==> config.mk <==
export PLATFORM = sky130hd
export DESIGN_NAME = dbg_trigger_unit
export DESIGN_NICKNAME = d
export VERILOG_FILES = /design/src/rtl/dbgt_pkg.sv /design/src/rtl/dbgt_addr_cmp.sv /design/src/rtl/dbgt_opcode_map.sv /design/src/rtl/dbgt_watch_cmp.sv /design/src/rtl/dbg_trigger_unit.sv
export SDC_FILE = /design/constraint.sdc
export NUM_CORES = 1
export LEC_CHECK = 0
export BUFFER_PORTS_ARGS = -buffer_cell sky130_fd_sc_hd__buf_2
export CORE_ASPECT_RATIO = 1.25
export CORE_MARGIN = 1.5
export CORE_UTILIZATION = 30
export DETAILED_ROUTE_END_ITERATION = 8
export GPL_TIMING_DRIVEN = 1
export PLACE_DENSITY_LB_ADDON = 0.3
export SLEW_MARGIN = 20
export SYNTH_ARGS = -nofsm -noshare
export SYNTH_HDL_FRONTEND = slang
export SYNTH_SLANG_ARGS = --single-unit
==> constraint.sdc <==
create_clock -name clk -period 2.7 [get_ports clk]
set_clock_uncertainty 0.1 [all_clocks]
set_input_delay 0.54 -clock clk [delete_from_list [all_inputs] [get_ports clk]]
set_output_delay 0.54 -clock clk [all_outputs]
set_load 0.005 [all_outputs]
==> src/rtl/dbgt_pkg.sv <==
package dbgt_pkg;

  localparam int NUM_ADDR_TRIG = 2;
  localparam int CAUSE_W       = NUM_ADDR_TRIG + 2;
  localparam int OP_BIT        = NUM_ADDR_TRIG;
  localparam int WATCH_BIT     = NUM_ADDR_TRIG + 1;

  typedef enum logic [2:0] {
    REG_ENABLE = 3'd0,
    REG_ADDR0  = 3'd1,
    REG_ADDR1  = 3'd2,
    REG_WADDR  = 3'd3,
    REG_WCFG   = 3'd4,
    REG_OPMAP  = 3'd5,
    REG_CLEAR  = 3'd6
  } reg_sel_e;

  typedef enum logic [1:0] {
    SP_IDATA = 2'd0,
    SP_SFR   = 2'd1,
    SP_XDATA = 2'd2,
    SP_NONE  = 2'd3
  } space_e;

  typedef enum logic [1:0] {
    WM_ANY_WR  = 2'd0,
    WM_ANY_RD  = 2'd1,
    WM_DATA_WR = 2'd2,
    WM_DATA_RD = 2'd3
  } wmode_e;

endpackage

==> src/rtl/dbgt_addr_cmp.sv <==
module dbgt_addr_cmp #(
  parameter int AW = 16
) (
  input  logic          clk,
  input  logic          rst,
  input  logic          load,
  input  logic [AW-1:0] load_addr,
  input  logic          enable,
  input  logic          fetch,
  input  logic [AW-1:0] pc,
  output logic          hit
);

  logic [AW-1:0] bp_q;

  always_ff @(posedge clk) begin
    if (rst)       bp_q <= '0;
    else if (load) bp_q <= load_addr;
  end

  assign hit = enable && fetch && (pc == bp_q);

endmodule

==> src/rtl/dbgt_opcode_map.sv <==
module dbgt_opcode_map #(
  parameter int DW = 8
) (
  input  logic          clk,
  input  logic          rst,
  input  logic          load,
  input  logic [DW-1:0] load_op,
  input  logic          load_val,
  input  logic          enable,
  input  logic          fetch,
  input  logic [DW-1:0] code,
  output logic          hit
);

  localparam int NUM_OPS = 1 << DW;

  logic [NUM_OPS-1:0] map_q;

  always_ff @(posedge clk) begin
    if (rst)       map_q <= '0;
    else if (load) map_q[load_op] <= load_val;
  end

  assign hit = enable && fetch && map_q[code];

endmodule

==> src/rtl/dbgt_watch_cmp.sv <==
module dbgt_watch_cmp
  import dbgt_pkg::*;
#(
  parameter int AW = 16,
  parameter int DW = 8
) (
  input  logic          clk,
  input  logic          rst,
  input  logic          load_addr,
  input  logic [AW-1:0] new_addr,
  input  logic          load_cfg,
  input  logic [1:0]    new_space,
  input  logic [1:0]    new_mode,
  input  logic [DW-1:0] new_value,
  input  logic          enable,
  input  logic [1:0]    bus_space,
  input  logic [AW-1:0] bus_addr,
  input  logic          rd,
  input  logic          wr,
  input  logic [DW-1:0] rdata,
  input  logic [DW-1:0] wdata,
  output logic          hit
);

  logic [AW-1:0] addr_q;
  space_e        space_q;
  wmode_e        mode_q;
  logic [DW-1:0] value_q;

  always_ff @(posedge clk) begin
    if (rst) begin
      addr_q  <= '0;
      space_q <= SP_IDATA;
      mode_q  <= WM_ANY_WR;
      value_q <= '0;
    end else begin
      if (load_addr) addr_q <= new_addr;
      if (load_cfg) begin
        space_q <= space_e'(new_space);
        mode_q  <= wmode_e'(new_mode);
        value_q <= new_value;
      end
    end
  end

  logic space_ok, addr_ok, kind_ok;

  always_comb begin
    space_ok = (space_q != SP_NONE) && (bus_space == space_q);
    if (space_q == SP_XDATA) addr_ok = (bus_addr == addr_q);
    else                     addr_ok = (bus_addr[DW-1:0] == addr_q[DW-1:0]);
    case (mode_q)
      WM_ANY_WR:  kind_ok = wr;
      WM_ANY_RD:  kind_ok = rd;
      WM_DATA_WR: kind_ok = wr && (wdata == value_q);
      default:    kind_ok = rd && (rdata == value_q);
    endcase
  end

  assign hit = enable && space_ok && addr_ok && kind_ok;

endmodule

==> src/rtl/dbg_trigger_unit.sv <==
module dbg_trigger_unit
  import dbgt_pkg::*;
#(
  parameter int AW     = 16,
  parameter int DW     = 8,
  parameter int CFG_AW = 3,
  parameter int CFG_W  = 16
) (
  input  logic              clk,
  input  logic              rst,
  input  logic              cfg_we,
  input  logic [CFG_AW-1:0] cfg_addr,
  input  logic [CFG_W-1:0]  cfg_wdata,
  input  logic              fetch,
  input  logic [AW-1:0]     fetch_pc,
  input  logic [DW-1:0]     fetch_code,
  input  logic              mem_rd,
  input  logic              mem_wr,
  input  logic [1:0]        mem_space,
  input  logic [AW-1:0]     mem_addr,
  input  logic [DW-1:0]     mem_rdata,
  input  logic [DW-1:0]     mem_wdata,
  output logic              halt,
  output logic [CAUSE_W-1:0] cause
);

  localparam int VAL_LO = CFG_W - DW;

  logic [CAUSE_W-1:0] enable_q;
  logic [CAUSE_W-1:0] hits;
  logic [CAUSE_W-1:0] cause_q;
  logic               halt_q;

  logic wr_enable, wr_waddr, wr_wcfg, wr_opmap, clr;
  assign wr_enable = cfg_we && (cfg_addr == CFG_AW'(REG_ENABLE));
  assign wr_waddr  = cfg_we && (cfg_addr == CFG_AW'(REG_WADDR));
  assign wr_wcfg   = cfg_we && (cfg_addr == CFG_AW'(REG_WCFG));
  assign wr_opmap  = cfg_we && (cfg_addr == CFG_AW'(REG_OPMAP));
  assign clr       = cfg_we && (cfg_addr == CFG_AW'(REG_CLEAR));

  always_ff @(posedge clk) begin
    if (rst)            enable_q <= '0;
    else if (wr_enable) enable_q <= cfg_wdata[CAUSE_W-1:0];
  end

  for (genvar i = 0; i < NUM_ADDR_TRIG; i++) begin : g_addr
    localparam int SEL = int'(REG_ADDR0) + i;
    dbgt_addr_cmp #(.AW(AW)) u_cmp (
      .clk       (clk),
      .rst       (rst),
      .load      (cfg_we && (cfg_addr == CFG_AW'(SEL))),
      .load_addr (cfg_wdata[AW-1:0]),
      .enable    (enable_q[i]),
      .fetch     (fetch),
      .pc        (fetch_pc),
      .hit       (hits[i])
    );
  end

  dbgt_opcode_map #(.DW(DW)) u_opmap (
    .clk      (clk),
    .rst      (rst),
    .load     (wr_opmap),
    .load_op  (cfg_wdata[DW-1:0]),
    .load_val (cfg_wdata[DW]),
    .enable   (enable_q[OP_BIT]),
    .fetch    (fetch),
    .code     (fetch_code),
    .hit      (hits[OP_BIT])
  );

  dbgt_watch_cmp #(.AW(AW), .DW(DW)) u_watch (
    .clk       (clk),
    .rst       (rst),
    .load_addr (wr_waddr),
    .new_addr  (cfg_wdata[AW-1:0]),
    .load_cfg  (wr_wcfg),
    .new_space (cfg_wdata[1:0]),
    .new_mode  (cfg_wdata[3:2]),
    .new_value (cfg_wdata[VAL_LO +: DW]),
    .enable    (enable_q[WATCH_BIT]),
    .bus_space (mem_space),
    .bus_addr  (mem_addr),
    .rd        (mem_rd),
    .wr        (mem_wr),
    .rdata     (mem_rdata),
    .wdata     (mem_wdata),
    .hit       (hits[WATCH_BIT])
  );

  logic [CAUSE_W-1:0] cause_d;
  assign cause_d = (clr ? '0 : cause_q) | hits;

  always_ff @(posedge clk) begin
    if (rst) begin
      cause_q <= '0;
      halt_q  <= 1'b0;
    end else begin
      cause_q <= cause_d;
      halt_q  <= |cause_d;
    end
  end

  assign cause = cause_q;
  assign halt  = halt_q;

  // any hit raises the halt request on the next edge
  a_r8_hit_raises_halt: assert property (@(posedge clk) disable iff (rst)
    (|hits) |=> halt);

  // recorded causes survive until a clear
  a_r8_sticky: assert property (@(posedge clk) disable iff (rst)
    !clr |=> ((cause & $past(cause)) == $past(cause)));

  // clear without a new match empties the record
  a_r9_clear_empties: assert property (@(posedge clk) disable iff (rst)
    (clr && !(|hits)) |=> (cause == '0 && !halt));

  // no fetch strobe, no change on fetch-driven cause bits
  a_r3_fetch_gates: assert property (@(posedge clk) disable iff (rst)
    (!fetch && !clr) |=> (cause[OP_BIT:0] == $past(cause[OP_BIT:0])));

  // no data strobe, no change on the watch cause bit
  a_r5_strobe_gates: assert property (@(posedge clk) disable iff (rst)
    (!mem_rd && !mem_wr && !clr) |=> (cause[WATCH_BIT] == $past(cause[WATCH_BIT])));

  // a disabled trigger leaves its cause bit alone
  for (genvar k = 0; k < CAUSE_W; k++) begin : g_en_chk
    a_r7_disabled_quiet: assert property (@(posedge clk) disable iff (rst)
      (!enable_q[k] && !clr) |=> (cause[k] == $past(cause[k])));
  end

endmodule

; ---- After elaboration in Yosys (flattened, before gate mapping)
; Cells that the tools add are included.
[word_totals]
reg_bits = 325
word_cells = 62
[classes]
order_cmp = 3
n_eq_ne = 17
mux = 8
n_bitwise = 1
reduce_logical = 23
[op_table]
columns = operator, count
row1 = $bwmux 256, 1
row2 = $eq 16x16->1, 3
row3 = $eq 8x8->1, 3
row4 = $logic_and 1x1->1, 20
row5 = $lt 8x9->1 const B, 2
row6 = $eq 3x3->1 const B, 3
row7 = $bmux 1 s8, 1
row8 = $demux 1 s8, 1
row9 = $ge 8x1->1 const B, 1
row10 = $eq 3x2->1 const B, 2
row11 = $eq 2x2->1 const B, 2
row12 = $mux 4, 1
row13 = $or 4x4->4, 1
row14 = $reduce_or 4->1, 1
row15 = $eq 3x1->1 const B, 1
row16 = $logic_not 3->1, 1
row17 = $mux 1, 3
row18 = $pmux 1 s3, 1
row19 = $eq 2x1->1 const B, 1
row20 = $eq 2x2->1, 1
row21 = $logic_not 2->1, 1
row22 = $ne 2x2->1 const B, 1

; ---- Longest topological paths before layout
; Gate-level depths: netlist of the first run.
[logic_depth]
depth_word = 7
ltp_mapped = 10
mapped_depth_nobuf = 7

; ---- By module
; Synthesis of the first run repeated with hierarchy kept, for this count alone.
[hier_totals]
hier_cells = 1831
area_unflattened_um2 = 15850.2
[by_module_without_submodules]
columns = module, n_inst, cells_each, area_per_inst_um2
row1 = dbgt_opcode_map, 1, 1503, 12589.6
row2 = dbgt_addr_cmp, 2, 74, 742.0
row3 = dbgt_watch_cmp, 1, 143, 1397.6
row4 = dbg_trigger_unit, 1, 37, 379.1

; ---- Worst setup path after synthesis of the first run
; No wires, ideal clock.
[synth_path]
path_type = input port to flip-flop
from = input port fetch_code[0]
to = register halt_q (netlist: halt)
arrival_time_ps = 2304
required_time_ps = 2468
setup_slack_ps = 165
cell_stages = 7
path_buffers = 1
path_cell_list = buf_6 mux4_1 mux4_2 mux2_2 a21oi_1 and3_1 o311ai_1
[synth_between]
elab_chain_len = 5
[synth_lines]
columns = item, line
row1 = start: declaration, dbg_trigger_unit.sv:16  ; input logic [DW-1:0] fetch_code,
row2 = $bmux 1 s8, dbgt_opcode_map.sv:24  ; assign hit = enable && fetch && map_q[code];
row3 = $mux 1 (implied by the code), dbgt_opcode_map.sv:24
row4 = $logic_and 1x1->1, dbgt_opcode_map.sv:24
row5 = $or 4x4->4, dbg_trigger_unit.sv:92  ; assign cause_d = (clr ? '0 : cause_q) | hits;
row6 = $reduce_or 4->1, dbg_trigger_unit.sv:100  ; halt_q <= |cause_d;
row7 = end signal: assignment, dbg_trigger_unit.sv:100
row8 = end: declaration, dbg_trigger_unit.sv:32  ; logic halt_q;
; No other way between the ends. The select of a mux whose other input is x is not followed.
; A chain may end at the register's enable or synchronous reset.

; ---- Worst setup path in the final report of the first run
[layout_path]
from = register u_opmap.map_q[93]
to = register halt_q (netlist: halt)
[layout_between]
elab_chain_len = 5
[layout_lines]
columns = item, line
row1 = start: declaration, dbgt_opcode_map.sv:17  ; logic [NUM_OPS-1:0] map_q;
row2 = start signal: indexed assignment, dbgt_opcode_map.sv:21  ; else if (load) map_q[load_op] <= load_val;
row3 = $bmux 1 s8, dbgt_opcode_map.sv:24
row4 = $mux 1 (implied by the code), dbgt_opcode_map.sv:24
row5 = $logic_and 1x1->1, dbgt_opcode_map.sv:24
row6 = $or 4x4->4, dbg_trigger_unit.sv:92
row7 = $reduce_or 4->1, dbg_trigger_unit.sv:100
; No other way between the ends. The select of a mux whose other input is x is not followed.

==> flow_summary.ini, run 1 <==
[status]
status = completed

[power]
pwr_density_cell_nw_per_um2 = 577
total_power_uw = 10500
p_leak_uw = 0.00588
irDropWorstVdd_mv = 0.308

[drt]
drtAntennaViolNets = 0
wirelength_um = 57800
drcViolationCount = 0
wl_per_cell_um = 22.4
routed-via-count = 14900
firstDrtPassIters = 6
drt_iter0_drc = 1796
vias_per_cell = 5.75

[cells_and_area]
seq_area_um2 = 6510
design_area_um2 = 18100
drive_gt1_frac = 0.171
fillers = 5077
finish.utilization = 0.360
area_growth_pct = 18.7
nets = 1986
diodes = 0
multi_input_area_um2 = 8070

[sta]
min_period_over_period = 0.919
relSlewSlack = 0.385
grt_setup_unrepaired = no
setup_viol = 0
final-max-slew-violation-count = 0
clock.fmax_mhz = 403
hold_slack_ns = 0.191
worst_pin_slew_ns = 0.922
finalHoldViolCount = 0
fin_crit_ns = 2.48

[place]
routabilityCongestion = 0.910
portBuffers = 87
dpl_cell_area_um2 = 17000
place_hpwl_um = 37600

[clock_tree]
cts_sinks = 325
clockRootBuffer = clkbuf_16
cts_resized = 0
clk_pin_slew_ns = 0.06
h-tree-depth = 2
clock_path_buffers = 3
holdBufCountCts = 0
cts_buffers = 36
cts_tree = built
cts_setup_buffers = 0
insertion_delay_ns = 0.54

[worst_setup_path]
cp-start-kind = flip-flop
crit_required_ns = 2.99
path_class = reg2reg
slowest_stage = mux4_2
worstPathBufferInverterCount = 0
cp_top_family = multiplexers
max_stage_delay_ns = 0.53
worst-endpoint-arrival_ns = 2.77
path_cells = mux4_1 > mux4_2 > mux2_2 > a21oi_1 > and3_1 > o311ai_1
path_max_fanout = 2
end_kind = flip-flop

[logic_synthesis]
synth_top_family_by_area = compound AO/OA/AOI/OAI gates
synthArstFlopShare = 0
yosys_register_bits = 325
synth_area_leaders = dfxtp_1 (43%), a21oi_1 (10%), nand3_1 (9.3%)
yosysMostFrequentCell = dfxtp_1
synth_mux_area_frac = 0.107
synthCells = 1831
synthXorXnorAreaFrac = 0.0373
syn_area_um2 = 15300
ys_warn_count = 0
avgSynthCellArea_um2 = 8.34
synthDistinctLibCells = 50
ys.flop_type = dfxtp_1
synthAdderAreaFrac = 0
synth-edff-count = 0
synth_top_area_share = 0.426
synth_area_leader_cell = dfxtp_1
ys_top_cells_by_count = dfxtp_1 (325), a21oi_1 (319), nand3_1 (284)
yosysSeqAreaShare = 0.426
syn_nets = 1914
synthSimpleGateAreaFrac = 0.177
synth_compound_area_frac = 0.205

[floorplanning]
dieHeight_um = 255
io_pins = 88
fp.coreArea_um2 = 50300
dieArea_um2 = 52300
rows = 92
die_w_um = 205
initial_utilization = 0.304

[grt]
grtUsageTotal = 0.217
grt_antenna_before_repair = 5
busiest_layer = met2
grt_max_degree = 186
grt_first_pass_wirelength_um = 87100
use_met1 = 0.280
grt_overflow = 0
grt_util_met2 = 0.356
grt_util_met3 = 0.0317
grt_pass1_vias = 14200

[job]
max-cap-violations = 0

[worst_hold_path]
min_path_type = in2reg
layer usage:
metal	routed length (um)	up-vias
met5	18	-
met4	2760	4
met3	4660	167
met2	27000	738
met1	23300	7202
li1	-	6750
metrics by stage:
stage | std cells | setup WS (ns) | setup TNS (ns)
2_1_floorplan | 1831 | 0.165 | 0
3_3_place_gp | 2523 | -0.204 | -0.349
3_5_place_dp | 2523 | -0.237 | -0.419
4_1_cts | 2586 | 0.242 | 0
5_1_grt | 2586 | 0.193 | 0
6_report | 2586 | 0.220 | 0
state kept, by name (all words and copies together), names as in the netlist:
| register | count |
|---|---|
| cause | 4 |
| enable_q | 4 |
| g_addr.u_cmp.bp_q | 32 |
| halt | 1 |
| u_opmap.map_q | 256 |
| u_watch.addr_q | 16 |
| u_watch.mode_q | 2 |
| u_watch.space_q | 2 |
| u_watch.value_q | 8 |
worst register-to-register path: cells and delay by family, from the launching register on:
kind / cells / cell delay, ns
mux: 3 / 1.31
compound gates: 2 / 0.40
flops: 1 / 0.30
simple gates: 1 / 0.23
where the power goes:
part	internal, uW	switching [uW]
sequential	4820	15.1
combinational	256	509
clock	2860	2000
path summary, 6_finish.rpt:
path         slack (ns)                      from                  endpoint  cells past startpoint
max reg2reg        0.22         u_opmap.map_q[93]                      halt                      6
min reg2reg        0.37  g_addr[0].u_cmp.bp_q[12]  g_addr[0].u_cmp.bp_q[12]                      2
max                0.22         u_opmap.map_q[93]                      halt                      6
min                0.19             cfg_wdata[13]        u_watch.addr_q[13]                      3
cell families after synthesis:
| family | count (synthesis) |
|---|---|
| mux | 84 |
| compound gates | 609 |
| simple gates | 570 |
| buf+inv | 178 |
| flops | 325 |
| xor+xnor | 65 |
layout make-up:
cell class,count,share of cell area
multi-input combinational,1328,0.445
inverter,4,0.000828
clock inverter,8,0.00559
tap,658,0.0454
timing repair buffer,208,0.0869
sequential,325,0.359
clock buffer,55,0.0576
cells in the final DEF (no fill, tap or decap), types with 4 or more instances in the layout:
| cell | count |
|---|---|
| dfxtp_1 | 325 |
| a21oi_1 | 319 |
| nand3_1 | 284 |
| o21ai_0 | 259 |
| nand2_1 | 163 |
| buf_4 | 105 |
| buf_2 | 84 |
| mux4_2 | 60 |
| nor2_1 | 42 |
| xnor2_1 | 37 |
| clkbuf_16 | 37 |
| xor2_1 | 28 |
| mux2i_1 | 19 |
| nor2b_1 | 17 |
| buf_12 | 17 |
| clkbuf_1 | 13 |
| nand4_1 | 11 |
| a22oi_1 | 11 |
| nor4_1 | 10 |
| nor3_1 | 8 |
| nand2b_1 | 7 |
| nor3_2 | 6 |
| clkbuf_8 | 5 |
| and3_1 | 4 |
| and2_1 | 4 |
| inv_1 | 4 |
| a31oi_1 | 4 |
Note: power is estimated with default switching activity, not from simulation.
==> run 2, diff against run 1 <==
CORE_ASPECT_RATIO = unset   (was 1.25)
SLEW_MARGIN = 40   (was 20)
==> run 2 against run 1 <==
Against the previous run:
- non-clock buffer count is 16 higher
- wire length is 1.2% lower
- clock-buffer cell count stayed put
- clock power is 3% higher
- maximum frequency is 2.8% higher
- sequential share of layout area is 0.33 points lower
- worst setup slack better by 0.067 ns
- cell count is 1.1% higher
- highest routed layer is now met4
==> flow_summary.ini, run 2 (synthesis results as in run 1) <==
[status]
status = completed

[power]
p_int_uw = 8010
p_comb_frac = 0.074
pwr_density_cell_nw_per_um2 = 580
p_leak_uw = 0.00597
switching_share = 0.246
power_frac_seq = 0.455
pwr-share-clk = 0.471
irDropWorstVdd_mv = 0.431
p_switching_uw = 2610

[worst_setup_path]
cp-start-kind = flip-flop
max_stage_delay_ns = 0.49
slowest_stage = mux4_2
path_cells = mux4_1 > mux4_2 > mux2_2 > a21oi_1 > and3_1 > o311ai_1
path_class = reg2reg
crit_required_ns = 2.99
end_kind = flip-flop
worst-endpoint-arrival_ns = 2.71
path_max_fanout = 2

[floorplanning]
initial_utilization = 0.304
fp.coreArea_um2 = 50200
die_w_um = 229
rows = 82
dieHeight_um = 229
io_pins = 88
dieArea_um2 = 52300

[sta]
fin_crit_ns = 2.41
layout_setup_ws_ns = 0.286
finalHoldViolCount = 0
worst_pin_slew_ns = 0.655
final-max-slew-violation-count = 0
relSlewSlack = 0.563
grt_setup_unrepaired = no
min_period_over_period = 0.894
clock.fmax_mhz = 414
setup_viol = 0

[job]
max-cap-violations = 0

[cells_and_area]
top_register = u_opmap.map_q
layout_commonest_cell = dfxtp_1
diodes = 0
drive_gt1_frac = 0.178
final_cell_count_no_fill = 2614
nets = 2004
fillers = 5120
largest_register_ffs = 256
design_area_um2 = 18300
layout_common_cells = dfxtp_1 (325), a21oi_1 (319), nand3_1 (284)
largest_registers = u_opmap.map_q (256), g_addr.u_cmp.bp_q (32), u_watch.addr_q (16)
area_growth_pct = 19.8

[clock_tree]
h-tree-depth = 2
cts_resized = 0
insertion_delay_ns = 0.55
clockRootBuffer = clkbuf_16
clock_path_buffers = 3
clk_pin_slew_ns = 0.06
cts_setup_buffers = 0
cts_tree = built
cts_sinks = 325
cts_buffers = 38
holdBufCountCts = 0

[grt]
grtUsageTotal = 0.212
grt_util_met2 = 0.335
grt_pass1_vias = 13900
grt_max_degree = 88
grt_first_pass_wirelength_um = 86100
use_met1 = 0.293
busiest_layer = met2
grt_util_met3 = 0.0338
grt_antenna_before_repair = 0
grt_overflow = 0

[drt]
wirelength_um = 57100
drtAntennaViolNets = 0
firstDrtPassIters = 5
drt_iter0_drc = 1808
vias_per_cell = 5.70
wl_per_cell_um = 21.9
drcViolationCount = 0
routed-via-count = 14900

[place]
dp.cells = 2553
place_hpwl_um = 36600
portBuffers = 87
dpl_cell_area_um2 = 17100
pre_cts_ws_ns = -0.261
routabilityCongestion = 0.877

[worst_hold_path]
min_path_type = in2reg
## run 2: metrics by stage
step	TNS, ns	total power (uW)	hold slack, ns	utilization
4_1_cts	0	10700	0.0915	0.365
3_5_place_dp	-0.451	5710	0.349	0.341
6_report	0	10600	0.104	0.365
3_3_place_gp	-0.401	5700	0.350	0.341
2_1_floorplan	0	5370	0.333	-
5_1_grt	0	10900	0.102	0.365
## run 2: power groups by stage
stage	Combinational [uW]	Sequential, uW	Clock, uW
after floorplan	431	4930	0
after global placement	766	4940	0
after detailed placement	775	4940	0
after CTS	777	4830	5070
after global routing	832	4830	5260
final	784	4830	5000
## run 2: final cells by class
| class | count | area (um2) | share of cell area |
|---|---|---|---|
| clock buffer | 55 | 1110 | 0.0604 |
| inverter | 4 | 15.0 | 0.000820 |
| clock inverter | 6 | 67.6 | 0.00369 |
| timing repair buffer | 224 | 1710 | 0.0933 |
| sequential | 325 | 6510 | 0.356 |
| tap | 672 | 841 | 0.0459 |
| multi-input combinational | 1328 | 8060 | 0.440 |
## run 2: path summary, 6_finish.rpt
check / startpoint / cells after the start / slack (ns) / to
worst max-delay path: u_opmap.map_q[94] / 6 / 0.29 / halt
worst min-delay path: rst / 2 / 0.10 / u_watch.value_q[0]
worst max register to register: u_opmap.map_q[94] / 6 / 0.29 / halt
worst min register to register: u_watch.mode_q[1] / 2 / 0.36 / u_watch.mode_q[1]
## run 2: critical path, delay by kind of cell, from the launching register on
kind,cells,cell delay [ns]
and+or+nand+nor,1,0.23
DFF,1,0.31
muxes,3,1.24
AOI/OAI and AO/OA,2,0.38
## run 2: metal layers
layer | vias to the layer above | wire length (um) | share of wire
met5 | - | 0 | 0
met3 | 111 | 4710 | 0.082
met2 | 696 | 26100 | 0.46
li1 | 6781 | - | -
met4 | 0 | 1660 | 0.029
met1 | 7312 | 24700 | 0.43
